==> config.mk <==
export PLATFORM = sky130hd
export DESIGN_NAME = dly_line_prog
export DESIGN_NICKNAME = d
export VERILOG_FILES = /design/src/rtl/dly_pkg.sv /design/src/rtl/dly_rst_sync.sv /design/src/rtl/dly_history.sv /design/src/rtl/dly_width_mon.sv /design/src/rtl/dly_line_prog.sv
export SDC_FILE = /design/constraint.sdc
export NUM_CORES = 1
export LEC_CHECK = 0
export CORE_ASPECT_RATIO = 1.4
export CORE_MARGIN = 3
export CORE_UTILIZATION = 55
export CTS_CLUSTER_SIZE = 20
export DETAILED_ROUTE_END_ITERATION = 6
export GPL_TIMING_DRIVEN = 1
export PLACE_DENSITY = 0.68
export SLEW_MARGIN = 40
export SYNTH_ARGS = -nofsm -noshare
export SYNTH_HDL_FRONTEND = slang
export SYNTH_SLANG_ARGS = --single-unit
==> constraint.sdc <==
create_clock -name clk -period 11.1 [get_ports clk]
set_input_delay 2.22 -clock clk [delete_from_list [all_inputs] [get_ports clk]]
set_output_delay 2.22 -clock clk [all_outputs]
set_load 0.02 [all_outputs]
==> src/rtl/dly_pkg.sv <==
package dly_pkg;
  localparam int CODE_W  = 8;
  localparam int CODE_MAX = (1 << CODE_W) - 1;
  // short-pulse threshold as a ratio of the programmed delay
  localparam int SHORT_NUM = 16;
  localparam int SHORT_DEN = 100;

  function automatic int prog_delay(input int base, input int step, input int code);
    return base + step * code;
  endfunction
endpackage

==> src/rtl/dly_rst_sync.sv <==
module dly_rst_sync #(
  parameter int STAGES = 2
) (
  input  logic clk,
  input  logic rst_ni,
  output logic rst_no
);
  logic [STAGES-1:0] sync_q;
  logic [STAGES-1:0] sync_d;

  generate
    if (STAGES == 1) begin : g_one
      always_comb sync_d = 1'b1;
    end else begin : g_many
      always_comb sync_d = {sync_q[STAGES-2:0], 1'b1};
    end
  endgenerate

  always_ff @(posedge clk or negedge rst_ni) begin
    if (!rst_ni) sync_q <= '0;
    else         sync_q <= sync_d;
  end

  assign rst_no = sync_q[STAGES-1];
endmodule

==> src/rtl/dly_history.sv <==
module dly_history #(
  parameter int DEPTH = 258,
  localparam int TAP_W = $clog2(DEPTH)
) (
  input  logic             clk,
  input  logic             rst_n,
  input  logic             shift_en,
  input  logic             din,
  input  logic [TAP_W-1:0] tap_sel,
  output logic             tap_bit
);
  logic [DEPTH-1:0] hist_q;
  logic [DEPTH-1:0] hist_d;

  always_comb begin
    hist_d = hist_q;
    if (shift_en) hist_d = {hist_q[DEPTH-2:0], din};
  end

  always_ff @(posedge clk or negedge rst_n) begin
    if (!rst_n) hist_q <= '0;
    else        hist_q <= hist_d;
  end

  always_comb begin
    tap_bit = 1'b0;
    if (int'(tap_sel) < DEPTH) tap_bit = hist_q[tap_sel];
  end
endmodule

==> src/rtl/dly_width_mon.sv <==
module dly_width_mon #(
  parameter int CNT_W = 10
) (
  input  logic             clk,
  input  logic             rst_n,
  input  logic             din,
  input  logic [CNT_W-1:0] prog_dly,
  input  logic             flag_clr,
  output logic             prev_s,
  output logic             flag
);
  import dly_pkg::*;

  localparam logic [CNT_W-1:0] CNT_SAT = '1;

  logic             prev_q, prev_d;
  logic [CNT_W-1:0] cnt_q, cnt_d;
  logic             flag_q, flag_d;
  logic             pulse_end;
  logic             too_short;

  always_comb begin
    prev_d = din;
    cnt_d  = cnt_q;
    if (din) begin
      if (!prev_q)              cnt_d = {{(CNT_W-1){1'b0}}, 1'b1};
      else if (cnt_q != CNT_SAT) cnt_d = cnt_q + 1'b1;
    end
    pulse_end = prev_q && !din;
    too_short = (longint'(cnt_q) * SHORT_DEN) < (longint'(prog_dly) * SHORT_NUM);
    flag_d = flag_q;
    if (flag_clr)               flag_d = 1'b0;
    if (pulse_end && too_short) flag_d = 1'b1;
  end

  always_ff @(posedge clk or negedge rst_n) begin
    if (!rst_n) begin
      prev_q <= 1'b0;
      cnt_q  <= '0;
      flag_q <= 1'b0;
    end else begin
      prev_q <= prev_d;
      cnt_q  <= cnt_d;
      flag_q <= flag_d;
    end
  end

  assign prev_s = prev_q;
  assign flag   = flag_q;
endmodule

==> src/rtl/dly_line_prog.sv <==
module dly_line_prog #(
  parameter int BASE_LAT    = 2,
  parameter int STEP_CLKS   = 1,
  parameter int SYNC_STAGES = 2,
  localparam int CODE_W = dly_pkg::CODE_W,
  localparam int DLY_MAX = dly_pkg::prog_delay(BASE_LAT, STEP_CLKS, dly_pkg::CODE_MAX),
  localparam int DEPTH  = DLY_MAX + 1,
  localparam int TAP_W  = $clog2(DEPTH),
  localparam int DLY_W  = $clog2(DLY_MAX + 1)
) (
  input  logic              clk,
  input  logic              rst_ni,
  input  logic              pulse_in,
  input  logic [CODE_W-1:0] dly_code,
  input  logic              force_low,
  input  logic              flag_clr,
  output logic              pulse_out,
  output logic              short_flag
);
  import dly_pkg::*;

  logic             rst_sync_n;
  logic [DLY_W-1:0] prog_dly;
  logic [TAP_W-1:0] tap_sel;
  logic             tap_bit;
  logic             prev_sample;
  logic             out_q, out_d;

  dly_rst_sync #(.STAGES(SYNC_STAGES)) u_rst (
    .clk(clk), .rst_ni(rst_ni), .rst_no(rst_sync_n)
  );

  // live code: no register between dly_code and the tap
  always_comb begin
    prog_dly = DLY_W'(prog_delay(BASE_LAT, STEP_CLKS, int'(dly_code)));
    // output flop adds one clock, so the tap sits one position earlier
    tap_sel  = TAP_W'(int'(prog_dly) - 1);
  end

  dly_history #(.DEPTH(DEPTH)) u_hist (
    .clk(clk), .rst_n(rst_sync_n), .shift_en(1'b1), .din(pulse_in),
    .tap_sel(tap_sel), .tap_bit(tap_bit)
  );

  dly_width_mon #(.CNT_W(DLY_W)) u_mon (
    .clk(clk), .rst_n(rst_sync_n), .din(pulse_in), .prog_dly(prog_dly),
    .flag_clr(flag_clr), .prev_s(prev_sample), .flag(short_flag)
  );

  always_comb out_d = force_low ? 1'b0 : tap_bit;

  always_ff @(posedge clk or negedge rst_sync_n) begin
    if (!rst_sync_n) out_q <= 1'b0;
    else             out_q <= out_d;
  end

  assign pulse_out = out_q;
endmodule

==> flow_summary.ini, run 1 <==
[run_status]
status = completed

[cts]
cts_buffers = 26
clock_latency_ns = 0.52
cts_hold_buf = 0
cts_tree = done
post-cts-setup-buffers = 0
clockRootBuffer = clkbuf_16
cts_max_level = 1
cts_buffer_depth = 3
clkTransAtPathRegs_ns = 0.06
post_cts_resized = 0
cts_num_sinks = 271

[cells_and_area]
nets = 681
area_growth_pct = 13.11
antenna_cells = 0
stdcell_count = 883
finish.utilization_pct = 63.61
drive_above_1_share_pct = 21.13

[logic_synthesis]
ys_ff_latch = 271
netlist_instances = 594
async_reset_ff_share_pct = 100.0
yosys_warnings = 0
synth_edf_count = 0
ys_types = 51
syn_area_mm2 = 0.01046
synth_nets = 654
synth_area_leaders = dfrtp_1 (65%), mux4_2 (14%), ha_1 (5.1%)
avgSynthCellArea_um2 = 17.61
yosysSeqAreaShare_pct = 64.82
synth_area_leader_cell = dfrtp_1
synth.top_cell.area_share_pct = 64.82
synth_flop_cell = dfrtp_1

[timing]
min_period_ns = 5.432
drv_slew = 0
slew_headroom_pct = 54.84
hold_viol = 0
tns_ns = 0
rsz0062_at_grt = false
worstMarginPinSlew_ns = 0.6775
fin_crit_sh_pct = 48.93
final-setup-viol-count = 0
skew_ns = 0.01327
max_freq_ghz = 0.1841

[placement]
placed_cells = 836
hpwlAfterDp_um = 10890
gp_congestion = 0.7730
io_buffers = 14

[critical_path]
cp.required_ns = 11.47
worstPathCellList = clkdlybuf4s50_1, ha_1, xor2_4, buf_4, mux4_2, o21ai_0, nand3b_1, a2111oi_0, nor4b_2, o211ai_1, o2111ai_1
path_max_fanout = 42
critPathKind = in2reg
worst_path_max_delay_cell = clkdlybuf4s50_1
worstSetupStartpointType = input port
critical_path_arrival_ns = 5.80
rr_worst_depth = 14
slowest_delay_ns = 0.57
end_kind = flop

[min_path]
hold_path.class = reg2async

[global_route]
use_met3_pct = 2.534
antenna_found_initial = 0
grt-ovfl-total = 0
grt_pass1_vias = 5690
grtUsageMet2_pct = 30.25
busiest_layer = met2
grt_use_met1_pct = 26.87
grtUsageTotal_pct = 18.41
grt_max_degree = 165
grt_pass1_wl_um = 30170

[die]
core_mm2 = 0.01860
die_w_um = 122.6
dieArea_mm2 = 0.02074
die_h_um = 169.2
num_io_pins = 15
rows = 59
start_util_pct = 56.23

[routing]
drc = 0
antenna_left = 0
num_vias = 5050
drt_iter0_drc = 284
drt_wl_total_um = 17750
dr.pass1.iters = 4
vias_per_cell = 5.719
wl_per_cell_um = 20.10

[power]
powerDensity_mw_per_mm2 = 186.1
p_leak_uw = 0.005780
finalPower_uw = 2202
ir_drop_v = 0.0001327

[flow_run]
maxCapViolations = 0
-- logic make-up after synthesis --
kind of cell | after synthesis | share of synthesized area [%]
simple gates | 70 | 3.540
xor+xnor | 20 | 2.105
other cells | 1 | 0.03585
mux | 95 | 18.32
buf+inv | 43 | 2.141
fa+ha+maj | 47 | 5.908
flops | 271 | 64.82
compound gates | 47 | 3.122
-- metal layers --
layer / up-vias / share of wire (%)
met3: 24 / 3.3
met5: - / 0
met2: 65 / 51
met1: 2728 / 45
met4: 0 / 1.5
li1: 2233 / -
-- cells in the final DEF, fill, tap and decap left out, types with 2 or more instances in the layout --
master	count
xor2_1	7
inv_1	20
dfrtp_1	270
xor2_4	3
nand2_1	21
a21o_1	9
buf_4	6
nor2b_1	4
nor3_1	5
bufinv_16	5
xnor2_1	8
clkbuf_16	27
nand3b_1	2
clkinv_4	2
mux2i_1	16
clkinv_2	4
mux4_2	65
ha_1	42
a22o_1	6
a21boi_0	2
fa_1	4
clkdlybuf4s50_1	13
clkbuf_8	5
a211oi_1	4
mux4_1	9
clkbuf_1	2
o21ai_0	10
nor2_1	13
mux2_2	5
nand2b_1	5
nand3_1	9
a21oi_1	7
xnor2_2	2
-- layout make-up --
class / count / area [um2]
inverters: 20 / 75.07
well taps: 244 / 305.3
clock buffers: 34 / 752.0
repair buffers: 22 / 234.0
multi-input cells: 280 / 3485
flip-flops and latches: 271 / 6785
clock inverters: 12 / 196.4
fillers: 1342 / 6770
-- registers in the layout, summed over array words and instances, names as in the netlist --
| signal | count |
|---|---|
| pulse_out | 1 |
| u_hist.hist_q | 258 |
| u_mon.cnt_q | 9 |
| u_mon.flag | 1 |
| u_rst.sync_q | 2 |
-- where the power goes --
| group | internal (uW) | switching, uW | leakage (uW) | total (uW) |
|---|---|---|---|---|
| logic | 105 | 120 | 0.00165 | 225 |
| clock network | 593 | 363 | 0.000470 | 956 |
| registers | 1000 | 18.1 | 0.00366 | 1020 |
| total | 1700 | 500 | 0.00578 | 2200 |
-- cell usage after synthesis (2+ instances only) --
| master | number |
|---|---|
| a21boi_0 | 2 |
| nand2_1 | 21 |
| fa_1 | 4 |
| clkbuf_1 | 8 |
| nor3_1 | 5 |
| dfrtp_1 | 271 |
| mux4_1 | 9 |
| a22o_1 | 6 |
| o21ai_0 | 10 |
| nand2b_1 | 5 |
| inv_1 | 20 |
| buf_6 | 3 |
| a211oi_1 | 4 |
| mux2_2 | 5 |
| a21o_1 | 9 |
| xor2_1 | 8 |
| buf_4 | 4 |
| nand3_1 | 9 |
| mux2i_1 | 16 |
| ha_1 | 43 |
| a21oi_1 | 7 |
| nor2b_1 | 4 |
| buf_2 | 7 |
| xnor2_1 | 9 |
| nand3b_1 | 2 |
| xor2_4 | 2 |
| nor2_1 | 13 |
| mux4_2 | 65 |
-- worst max-delay path: cells and delay by family --
kind / cells / cell delay, ns
buffers and inverters: 2 / 1.12
AO/OA/AOI/OAI: 4 / 1.01
multiplexers: 1 / 0.57
adder cells (fa/ha/maj): 1 / 0.45
AND/OR/NAND/NOR: 2 / 0.23
XOR/XNOR: 1 / 0.17
-- metrics by stage --
step	hold slack (ns)	area, um2	worst slack (ns)
floorplan	0.3312	10460	2.988
global placement	0.3395	10850	5.181
detailed placement	0.3434	10850	5.136
CTS	0.3569	11800	5.649
global route	0.3674	11830	5.439
finish	0.3534	11830	5.668
-- worst paths after layout --
check,start,endpoint,slack (ns)
worst max-delay path,dly_code[1],pulse_out$_DFF_PN0_,5.67
worst min-delay path,u_rst.sync_q[1]$_DFF_PN0_,u_hist.hist_q[82]$_DFF_PN0_,0.35
worst max register to register,u_mon.cnt_q[3]$_DFFE_PN0P_,u_mon.flag$_DFFE_PN0P_,7.71
worst min register to register,u_rst.sync_q[1]$_DFF_PN0_,u_hist.hist_q[82]$_DFF_PN0_,0.35
max in group asynchronous,rst_ni,u_rst.sync_q[1]$_DFF_PN0_,9.11
min in group clk,u_rst.sync_q[0]$_DFF_PN0_,u_rst.sync_q[1]$_DFF_PN0_,0.35
(Power assumes the default switching activity.)
==> inputs of run 2 (changes only) <==
clock period = 5.34 ns   (was 11.1 ns; I/O delays follow)
==> flow_summary.ini, run 2 (synthesis gave the netlist of run 1 again) <==
[run_status]
status = completed

[cells_and_area]
drive_above_1_share_pct = 20.96
regMostFlops = u_hist.hist_q
area_growth_pct = 12.99
nets = 685
area.sequential_mm2 = 0.006785
reg_top3 = u_hist.hist_q x258, u_mon.cnt_q x9, u_rst.sync_q x2
largest_reg_flops = 258
finish.utilization_pct = 63.54
fillers = 1359
layout_commonest_cell = dfrtp_1
layout_common_cells = dfrtp_1 (270), mux4_2 (65), ha_1 (42)
antenna_cells = 0
multi_input_area_mm2 = 0.003477

[routing]
top_layer = met4
wl_met1_um = 7763
antenna_left = 0
drt_wl_total_um = 17890
dr.pass1.iters = 4
drt_iter0_drc = 336
wl_met3_um = 513
drc = 0
num_vias = 5041
vias_per_cell = 5.677
met2_length_um = 9392
wl_per_cell_um = 20.14

[global_route]
antenna_found_initial = 0
grtUsageTotal_pct = 18.96
grt_pass1_wl_um = 30890
grt_max_degree = 109
grt-ovfl-total = 0
grt_pass1_vias = 5798

[power]
p_seq_share_pct = 47.0
switching_power_uw = 1028
clock_power_share_pct = 42.5
ir_drop_v = 0.0003267
p_leak_uw = 0.005770
powerDensity_mw_per_mm2 = 382.1
p_int_uw = 3488
p_sw_share_pct = 22.77
combPwrFrac_pct = 10.5

[die]
start_util_pct = 56.23
num_io_pins = 15
die_w_um = 122.6
dieArea_mm2 = 0.02074
rows = 59
die_h_um = 169.2
core_mm2 = 0.01860

[placement]
io_buffers = 14
gp_congestion = 0.7845
hpwlAfterDp_um = 11920

[timing]
final-setup-viol-count = 0
slew_headroom_pct = 51.40
worstMarginPinSlew_ns = 0.7278
drv_slew = 0
rsz0062_at_grt = false
skew_ns = 0.01089
hold_viol = 0
min_period_ns = 4.116
fin_crit_sh_pct = 77.09
hold_ws_ns = 0.2676
max_freq_ghz = 0.2429
tns_ns = 0

[critical_path]
ff2ff_setup_slack_ns = 1.88
cp.required_ns = 5.70
critical_path_arrival_ns = 4.48
critPathKind = in2reg
critPathTopFamily = compound AO/OA/AOI/OAI gates
worstPathCellList = clkdlybuf4s50_1, ha_1, xor2_4, mux4_2, o21ai_0, nand3b_1, a2111oi_0, nor4b_2, o211ai_1, o2111ai_1
worst_path_max_delay_cell = xor2_4
path_max_fanout = 21
slowest_delay_ns = 0.63
end_kind = flop
worstSetupStartpointType = input port
cp_num_buf_inv = 1

[cts]
cts_buffer_depth = 3
cts_num_sinks = 271
cts_max_level = 1
post-cts-setup-buffers = 0
cts_tree = done
cts_buffers = 25
post_cts_resized = 0
cts_hold_buf = 0
clockRootBuffer = clkbuf_16
clock_latency_ns = 0.52
clkTransAtPathRegs_ns = 0.06

[flow_run]
maxCapViolations = 0

[min_path]
hold_path.class = reg2async
-- run 2: power by group through the flow --
stage,combinational (uW),clock (uW),sequential [uW]
final,475,1920,2120
after global routing,543,2060,2130
after CTS,490,1970,2120
after detailed placement,486,0,2160
after global placement,475,0,2160
after floorplan,340,0,2180
-- run 2: path summary, 6_finish.rpt --
kind | from | to | cells after the start
worst max-delay path | dly_code[1] | pulse_out$_DFF_PN0_ | 10
worst min-delay path | u_rst.sync_q[1]$_DFF_PN0_ | u_hist.hist_q[79]$_DFF_PN0_ | 0
worst max register to register | u_mon.cnt_q[3]$_DFFE_PN0P_ | u_mon.flag$_DFFE_PN0P_ | 13
worst min register to register | u_rst.sync_q[1]$_DFF_PN0_ | u_hist.hist_q[79]$_DFF_PN0_ | 0
max in group asynchronous | u_rst.sync_q[1]$_DFF_PN0_ | pulse_out$_DFF_PN0_ | 2
min in group clk | u_rst.sync_q[0]$_DFF_PN0_ | u_rst.sync_q[1]$_DFF_PN0_ | 0
-- run 2: final cells by class --
class                   count  share of cell area, %
clock buffers              36                  6.065
clock inverters            10                  1.630
well taps                 244                  2.583
flip-flops and latches    271                  57.40
multi-input cells         280                  29.42
inverters                  20                 0.6351
repair buffers             27                  2.265
-- run 2: per-layer routing --
| layer | global-route usage, % | vias up |
|---|---|---|
| met5 | 0 | - |
| met4 | 4.337 | 0 |
| met3 | 2.501 | 15 |
| met2 | 31.86 | 59 |
| met1 | 27.01 | 2724 |
| li1 | - | 2243 |
-- run 2: per-stage QoR --
stage / total power, uW / instances / instance area (um2) / worst slack, ns
4_1_cts: 4580 / 888 / 11820 / 1.170
3_5_place_dp: 2645 / 842 / 10910 / 0.6436
6_report: 4517 / 888 / 11820 / 1.224
2_1_floorplan: 2515 / 594 / 10460 / 0.7151
3_3_place_gp: 2631 / 841 / 10880 / 0.7996
5_1_grt: 4727 / 888 / 11820 / 0.9686
